===== config.mk =====
export PLATFORM = sky130hd
export DESIGN_NAME = bit_edge_hist
export DESIGN_NICKNAME = d
export VERILOG_FILES = /design/src/rtl/bit_edge_hist.sv
export SDC_FILE = /design/constraint.sdc
export NUM_CORES = 1
export LEC_CHECK = 0
export BUFFER_PORTS_ARGS = -buffer_cell sky130_fd_sc_hd__buf_2
export CAP_MARGIN = 15
export CORE_ASPECT_RATIO = 1.4
export CORE_MARGIN = 4
export CORE_UTILIZATION = 50
export CTS_CLUSTER_DIAMETER = 100
export DETAILED_ROUTE_END_ITERATION = 8
export GPL_TIMING_DRIVEN = 0
export PLACE_DENSITY = 0.76
export RECOVER_POWER = 25
export SLEW_MARGIN = 20
export SYNTH_ARGS = -nofsm -noshare
export SYNTH_HDL_FRONTEND = slang
export SYNTH_SLANG_ARGS = --single-unit

===== constraint.sdc =====
create_clock -name clk -period 5.4 [get_ports clk]
set_clock_uncertainty 0.1 [all_clocks]
set_input_delay 0.27 -clock clk [delete_from_list [all_inputs] [get_ports clk]]
set_output_delay 0.27 -clock clk [all_outputs]
set_load 0.01 [all_outputs]

===== src/rtl/bit_edge_hist.sv =====
module bit_edge_hist #(
  parameter int BINS = 20,
  parameter int CW   = 8,
  parameter int IW   = 16,
  localparam int XW  = $clog2(BINS)
) (
  input  logic          clk,
  input  logic          rst_n,
  input  logic          clear,
  input  logic          in_valid,
  input  logic [IW-1:0] in_i,
  input  logic [CW-1:0] hi_thr,
  input  logic [CW-1:0] lo_thr,
  output logic          done,
  output logic          fail,
  output logic [XW-1:0] edge_idx
);
  localparam logic [CW-1:0] CMAX = '1;
  localparam logic [XW-1:0] LAST = XW'(BINS - 1);

  logic [CW-1:0] cnt [BINS];
  logic [CW-1:0] nxt [BINS];
  logic [XW-1:0] pos;
  logic          prev_neg, have_prev;
  logic          hit_any, over1, over2;
  logic [XW-1:0] hit_idx;

  wire neg  = in_i[IW-1];
  wire take = in_valid && !done && !fail;
  wire flip = take && have_prev && (neg != prev_neg);

  always_comb begin
    hit_any = 1'b0;
    hit_idx = '0;
    over1   = 1'b0;
    over2   = 1'b0;
    for (int k = 0; k < BINS; k++) begin
      nxt[k] = (flip && pos == XW'(k) && cnt[k] != CMAX) ? cnt[k] + 1'b1 : cnt[k];
      if (!hit_any && nxt[k] > hi_thr) begin
        hit_any = 1'b1;
        hit_idx = XW'(k);
      end
      if (nxt[k] > lo_thr) begin
        if (over1) over2 = 1'b1;
        over1 = 1'b1;
      end
    end
  end

  always_ff @(posedge clk or negedge rst_n) begin
    if (!rst_n) begin
      for (int k = 0; k < BINS; k++) cnt[k] <= '0;
      pos <= '0; prev_neg <= 1'b0; have_prev <= 1'b0;
      done <= 1'b0; fail <= 1'b0; edge_idx <= '0;
    end else if (clear) begin
      for (int k = 0; k < BINS; k++) cnt[k] <= '0;
      pos <= '0; prev_neg <= 1'b0; have_prev <= 1'b0;
      done <= 1'b0; fail <= 1'b0; edge_idx <= '0;
    end else if (take) begin
      for (int k = 0; k < BINS; k++) cnt[k] <= nxt[k];
      prev_neg  <= neg;
      have_prev <= 1'b1;
      pos       <= (pos == LAST) ? '0 : pos + 1'b1;
      if (over2) fail <= 1'b1;
      else if (hit_any) begin
        done     <= 1'b1;
        edge_idx <= hit_idx;
      end
    end
  end


  done_hold_chk: assert property (@(posedge clk) disable iff (!rst_n)
    (done && !clear) |=> (done && $stable(edge_idx)));

  fail_hold_chk: assert property (@(posedge clk) disable iff (!rst_n)
    (fail && !clear) |=> fail);

  one_verdict_chk: assert property (@(posedge clk) disable iff (!rst_n) !(done && fail));

  first_quiet_chk: assert property (@(posedge clk) disable iff (!rst_n)
    (in_valid && !clear && !have_prev && !done && !fail) |=> (!done && !fail));

  pos_range_chk: assert property (@(posedge clk) disable iff (!rst_n) pos <= LAST);

  clear_chk: assert property (@(posedge clk) disable iff (!rst_n)
    clear |=> (!done && !fail && edge_idx == '0));

  for (genvar g = 0; g < BINS; g++) begin : g_sat

    cnt_sat_chk: assert property (@(posedge clk) disable iff (!rst_n)
      (cnt[g] == CMAX && !clear) |=> cnt[g] == CMAX);
  end
endmodule


Word level (Yosys, flattened, before mapping)
Index checks and enable logic that the tools add are counted.
{ "totals": {"wordCells": 354, "regBits": 174} }
{ "op_classes": {"n_eq_ne": 41, "n_mux": 136, "n_reduce_logical": 90, "add_sub_neg": 21, "order_cmp": 40} }
{ "ops": {"columns": ["operator", "n"], "rows": [
  ["8-bit > comparator", 40],
  ["160-bit 2-to-1 mux", 2],
  ["8-bit by 1-bit adder with 8-bit output (second input constant)", 20],
  ["8-bit 2-to-1 mux", 20],
  ["8-bit != test (second input constant)", 20],
  ["5-bit 2-to-1 mux", 25],
  ["1-bit 2-to-1 mux", 89],
  ["1-bit logical AND", 63],
  ["5-bit by 4-bit == test with 1-bit output (second input constant)", 8],
  ["1-bit logical NOT", 21],
  ["5-bit by 3-bit == test with 1-bit output (second input constant)", 4],
  ["5-bit == test (second input constant)", 4],
  ["5-bit by 2-bit == test with 1-bit output (second input constant)", 2],
  ["2-bit nonzero test", 3],
  ["5-bit by 1-bit adder with 5-bit output (second input constant)", 1],
  ["5-bit by 1-bit == test with 1-bit output (second input constant)", 1],
  ["5-bit logical NOT", 1],
  ["3-bit AND reduction", 1],
  ["2-bit != test (second input constant)", 1],
  ["2-bit AND reduction", 1],
  ["1-bit != test", 1]
]} }

Depth between registers and ports, before layout
{ "depth": {"ltp_word": 71, "mapped_depth": 19} }

Worst setup path before layout
Ideal clock, no wire load.
{ "synth_path": {"kind": "register -> register", "from": "reg done", "to": "reg edge_idx[0]", "period_less_slack_ps": 4522, "t_required_ps": 5175, "stages_incl_launch_ff": 19, "n_path_buf": 1, "slack_ps": 878, "setup_time_ps": 125, "arrival_ps": 4297, "cell_sequence": "dfrtp_1 -> nor3b_4 -> nand3_4 -> or3b_1 -> buf_6 -> nor3_4 -> nand3_1 -> nor2_1 -> xnor2_1 -> ha_1 -> a211oi_1 -> nor2_1 -> and4bb_2 -> o22ai_1 -> nor3_1 -> nand4_1 -> a221oi_2 -> nand4_2 -> mux2_2"} }
{ "synth_between": {"elab_chain_cells": 71, "word_cells_on_any_way": 247} }
{ "synth_lines": {"columns": ["element", "line_no", "rtl"], "rows": [
  ["from (decl)", "14", "output logic done,"],
  ["from (signal assigned)", "54", "done <= 1'b0; fail <= 1'b0; edge_idx <= '0;"],
  ["from (signal assigned)", "58", "done <= 1'b0; fail <= 1'b0; edge_idx <= '0;"],
  ["from (signal assigned)", "66", "done <= 1'b1;"],
  ["1-bit logical NOT (*)", "29", "wire take = in_valid && !done && !fail;"],
  ["1-bit logical AND (*) (2 in series)", "29", null],
  ["1-bit logical AND (2 in series)", "30", "wire flip = take && have_prev && (neg != prev_neg);"],
  ["1-bit logical AND (2 in series)", "38", "nxt[k] = (flip && pos == XW'(k) && cnt[k] != CMAX) ? cnt[k] + 1'b1 : cnt[k];"],
  ["8-bit 2-to-1 mux", "38", null],
  ["8-bit > comparator", "39", "if (!hit_any && nxt[k] > hi_thr) begin"],
  ["1-bit 2-to-1 mux", "39", null],
  ["1-bit logical NOT", "39", null],
  ["(+52 left out)", null, null],
  ["1-bit 2-to-1 mux", "39", null],
  ["1-bit logical NOT", "39", null],
  ["1-bit logical AND", "39", null],
  ["5-bit 2-to-1 mux", "39", null],
  ["5-bit 2-to-1 mux", "65", "else if (hit_any) begin"],
  ["5-bit 2-to-1 mux", "64", "if (over2) fail <= 1'b1;"],
  ["5-bit 2-to-1 mux", "59", "end else if (take) begin"],
  ["5-bit 2-to-1 mux", "55", "end else if (clear) begin"],
  ["to (signal assigned)", "67", "edge_idx <= hit_idx;"],
  ["to (decl)", "16", "output logic [XW-1:0] edge_idx"]
]} }
Every way passes the cells marked *; elsewhere a longest branch is shown, timed or not. The select of a mux whose other input is x is not followed.
A chain may end at the register's enable or synchronous reset.

Final worst setup path
{ "layout_path": {"from": "reg pos[1]", "to": "reg edge_idx[1]"} }
{ "layout_between": {"elab_chain_cells": 67, "word_cells_on_any_way": 260} }
{ "layout_lines": {"columns": ["element", "line_no", "rtl"], "rows": [
  ["from (decl)", "23", "logic [XW-1:0] pos;"],
  ["from (signal assigned)", "63", "pos <= (pos == LAST) ? '0 : pos + 1'b1;"],
  ["5-bit logical NOT", "38", null],
  ["1-bit logical AND (2 in series)", "38", null],
  ["8-bit 2-to-1 mux", "38", null],
  ["8-bit > comparator", "39", null],
  ["1-bit 2-to-1 mux", "39", null],
  ["1-bit logical NOT", "39", null],
  ["1-bit logical AND", "39", null],
  ["1-bit 2-to-1 mux", "39", null],
  ["(+50 left out)", null, null],
  ["1-bit 2-to-1 mux", "39", null],
  ["1-bit logical NOT", "39", null],
  ["1-bit logical AND", "39", null],
  ["5-bit 2-to-1 mux", "39", null],
  ["5-bit 2-to-1 mux", "65", null],
  ["5-bit 2-to-1 mux", "64", null],
  ["5-bit 2-to-1 mux", "59", null],
  ["5-bit 2-to-1 mux", "55", null]
]} }
Several ways; a longest one is shown, not always the timed one. The select of a mux whose other input is x is not followed.

==> flow_metrics.env <==
export IMPL_status="finished, violations left"
export IMPL_violations="capacitance limit, slew limit"
export IMPL_cts_root_buffer="clkbuf_16"
export IMPL_clk_insertion_delay_late_ns=0.46
export IMPL_fin_cells=2221
export IMPL_hold_viol_final=0
export IMPL_cp_top_family="simple AND/OR/NAND/NOR gates"
export IMPL_swShare=0.274
export IMPL_ios=43
export IMPL_max_slew_margin=-1.76
export IMPL_hold_start="in_valid"
export IMPL_dp_hpwl_mm=32.6
export IMPL_tritoncts="built"
export IMPL_power_frac_seq=0.435
export IMPL_grt_use_total=0.260
export IMPL_arrival_ns=5.56
export IMPL_hold_slack_ns=0.292
export IMPL_yosys_warnings=0
export IMPL_syn_inst=1751
export IMPL_cp_required_ns=5.65
export IMPL_cpMaxStageDelayCell="a311oi_4"
export IMPL_worstHoldPathType="primary input to flop"
export IMPL_grt_max_degree=92
export IMPL_ir_drop_mv=0.241
export IMPL_crit_buf_inv=1
export IMPL_power_switching_uw=824
export IMPL_ys_seq_area_frac=0.268
export IMPL_crit_path_start_kind="flop"
export IMPL_coreArea_sq_um=31800
export IMPL_clk_pin_slew_worst_paths_ns=0.07
export IMPL_yosys_most_used_dff="dfrtp_1"
export IMPL_drc=0
export IMPL_pwr_density_cell_nw_per_um2=169
export IMPL_die_h_um=221
export IMPL_drtIter0Drc=913
export IMPL_power_uw=3010
export IMPL_area_delta_synth_final_pct=9.90
export IMPL_crit_start="pos[1]$_DFFE_PN0P_"
export IMPL_ant_nets=0
export IMPL_place_area_sq_um=16900
export IMPL_grt_pass1_wl_mm=73.6
export IMPL_crit_path_cell_trace="inv_1 > ha_1 > nand2_1 > a311oi_4 > nand4_1 > nor2_1 > xor2_1 > ha_1 > a211oi_1 > nor2_1 > o32ai_2 > nand2_1 > nor4_4 > a31oi_1 > nand4_4 > mux2_2"
export IMPL_die_area_sq_um=35500
export IMPL_routabilityCongestion=0.911
export IMPL_internal_power_uw=2190
export IMPL_clkSinkCount=174
export IMPL_min_period_over_period=0.982
export IMPL_rsz0062_at_grt="false"
export IMPL_row_count=77
export IMPL_ys_seq_elements=174
export IMPL_synth_area_leaders="dfrtp_1 (27%), ha_1 (27%), nor2b_1 (6.9%)"
export IMPL_crit_fanout=6
export IMPL_path_class="flop to flop"
export IMPL_dp_cells=2173
export IMPL_drive_gt1_frac=0.0832
export IMPL_yosysTopAreaCell="dfrtp_1"
export IMPL_cts_path_max_buffers=2
export IMPL_pwr_share_comb=0.123
export IMPL_p_leak_uw=0.00891
export IMPL_finalWirelength_mm=46.8
export IMPL_max_freq_mhz=189
export IMPL_syn_num_nets=2132
export IMPL_cts_max_level=4
export IMPL_avgSynthCellArea_sq_um=9.27
export IMPL_synth_top_area_share=0.268
export IMPL_die_w_um=160
export IMPL_grt_pass1_vias=14111
export IMPL_period_needed_ns=5.30
export IMPL_cts_made_buffers=17
export IMPL_slowest_delay_ns=0.53
export IMPL_synth_distinct_cells=71
export IMPL_vias=14086
export IMPL_cp_end_kind="flop"
export IMPL_via_per_inst=6.34
export IMPL_post_drt_wl_per_cell_um=21.1
export IMPL_num_antenna_cells=0
export IMPL_tightest_slew_ns=4.14
export IMPL_synth_area_sq_um=16200
export IMPL_r2r_start="pos[1]$_DFFE_PN0P_"
export IMPL_synth_edff_count=0
export IMPL_pwr_share_clk=0.442
export IMPL_nets=2194
export IMPL_first_pass_iters=8
export IMPL_maxCapViolCount=1
export IMPL_gr_total_overflow=0
export IMPL_async_flop_share=1.00
export IMPL_antenna_found_initial=0
export IMPL_io_buffers=26
export IMPL_start_util=0.511
export IMPL_setup_viol=0
export IMPL_drv_slew=84
export IMPL_final_area_sq_um=17800
==> registers in the layout, summed over array words and instances, names as in the netlist <==
| signal | count |
|---|---|
| done | 1 |
| pos | 5 |
| prev_neg | 1 |
| have_prev | 1 |
| cnt | 160 |
| fail | 1 |
| edge_idx | 5 |
==> Yosys cell counts, types with 3 or more instances <==
master and n:
and4bb_2 3, a22oi_1 5, xor2_1 44, nor2_2 3
and4_1 13, nand2_1 115, a311oi_2 3, or3_1 4
mux2i_1 4, xnor2_1 94, nor2b_1 180, clkbuf_1 23
o21a_1 9, nor3_4 4, nand3_1 85, a21o_1 35
nor3_1 8, ha_1 345, a311o_1 3, and3_1 45
mux2_2 19, nor2_1 93, nand3_2 4, nand4_1 75
a31oi_1 5, o31ai_1 6, a21oi_1 118, and2_1 6
nor4_1 12, dfrtp_1 174, nand2b_1 13, inv_1 48
maj3_1 3, a211o_1 3, a211oi_1 9, a32oi_1 3
o21ai_0 48, o22ai_1 18, o21bai_1 3, o211ai_1 24
==> what timing repair did <==
item / in CTS / in global routing
hold buffers: 2 / 0
resized for setup: 8 / 21
setup endpoints to repair: 7 / 6
pin swaps: 1 / 12
endpoints found under the hold margin: 84 / 0
buffers inserted: 1 / 14
==> final cells by class <==
type	instances	area, sq um
sequential	174	4350
fill	2790	13900
clock buffer	23	488
tap	395	494
inverter	48	180
timing repair buffer	44	289
clock inverter	9	133
multi-input combinational	1501	11800
buffer	27	111
==> metal layers <==
layer  share of wire  global-route usage  vias up
met5               0                   0        -
met2            0.50               0.458      489
li1                -                   -     6567
met4           0.068               0.168        0
met1            0.38               0.290     6838
met3           0.056              0.0415      192
==> power by group through the flow <==
stage	combinational, uW	clock, uW	sequential [uW]
final	370	1330	1310
after floorplan	197	0	1330
after global routing	406	1400	1310
after detailed placement	354	0	1340
after global placement	331	0	1340
after CTS	360	1340	1310
==> worst reg2reg max path: stages (launching register included) <==
cell and delay, ns:
dfrtp_1 0.42, inv_1 0.11, ha_1 0.33, nand2_1 0.49, a311oi_4 0.54, nand4_1 0.28
nor2_1 0.19, xor2_1 0.29, ha_1 0.31, a211oi_1 0.30, nor2_1 0.11, o32ai_2 0.52
nand2_1 0.22, nor4_4 0.26, a31oi_1 0.22, nand4_4 0.17, mux2_2 0.36
==> final timing paths <==
kind | cells past startpoint | slack (ns) | end
worst max-delay path | 16 | 0.1 | edge_idx[1]$_DFFE_PN0P_
worst min-delay path | 4 | 0.29 | prev_neg$_DFFE_PN0P_
worst max register to register | 16 | 0.1 | edge_idx[1]$_DFFE_PN0P_
worst min register to register | 2 | 0.46 | prev_neg$_DFFE_PN0P_
max in group asynchronous | 2 | 0.90 | cnt[155]$_DFFE_PN0P_
min in group asynchronous | 2 | 1.91 | cnt[48]$_DFFE_PN0P_
==> stage by stage <==
stage | TNS (ns) | worst slack, ns | utilization
2_1_floorplan | 0 | 0.878 | -
3_3_place_gp | -3.14 | -0.607 | 0.530
3_5_place_dp | -4.01 | -0.729 | 0.532
4_1_cts | 0 | 0.00689 | 0.554
5_1_grt | 0 | 0.000240 | 0.561
6_report | 0 | 0.0984 | 0.561
==> cell usage in the layout, fill, tap and decap left out, types with 5 or more instances in the layout <==
cell type / count
a31oi_1: 5
a22oi_1: 5
ha_1: 345
nor3_1: 6
xnor2_2: 8
o211ai_1: 24
buf_2: 22
nor4_1: 9
o21ai_0: 47
a21oi_1: 118
xor2_1: 43
nand4_1: 75
a21o_1: 35
o22ai_1: 17
clkbuf_16: 17
buf_4: 15
xnor2_1: 88
inv_2: 14
nand2_1: 114
nor2b_1: 180
and3_1: 45
inv_1: 34
clkbuf_1: 29
mux2_2: 19
nand3_1: 85
dfrtp_1: 174
nor2_1: 93
and2_1: 6
o21a_1: 9
a211oi_1: 9
and4_1: 13
nand2b_1: 13
==> kinds of logic (layout without fill, tap and decap cells) <==
logic type               after synthesis  after routing  synth area share
multiplexers                          23             23            0.0156
XOR/XNOR                             140            140            0.0764
buffers and inverters                 76            151            0.0182
AND/OR/NAND/NOR                      677            677             0.231
adder cells (fa/ha/maj)              348            348             0.268
AO/OA/AOI/OAI                        313            313             0.122
flip-flops                           174            174             0.268
(Power assumes the default switching activity.)
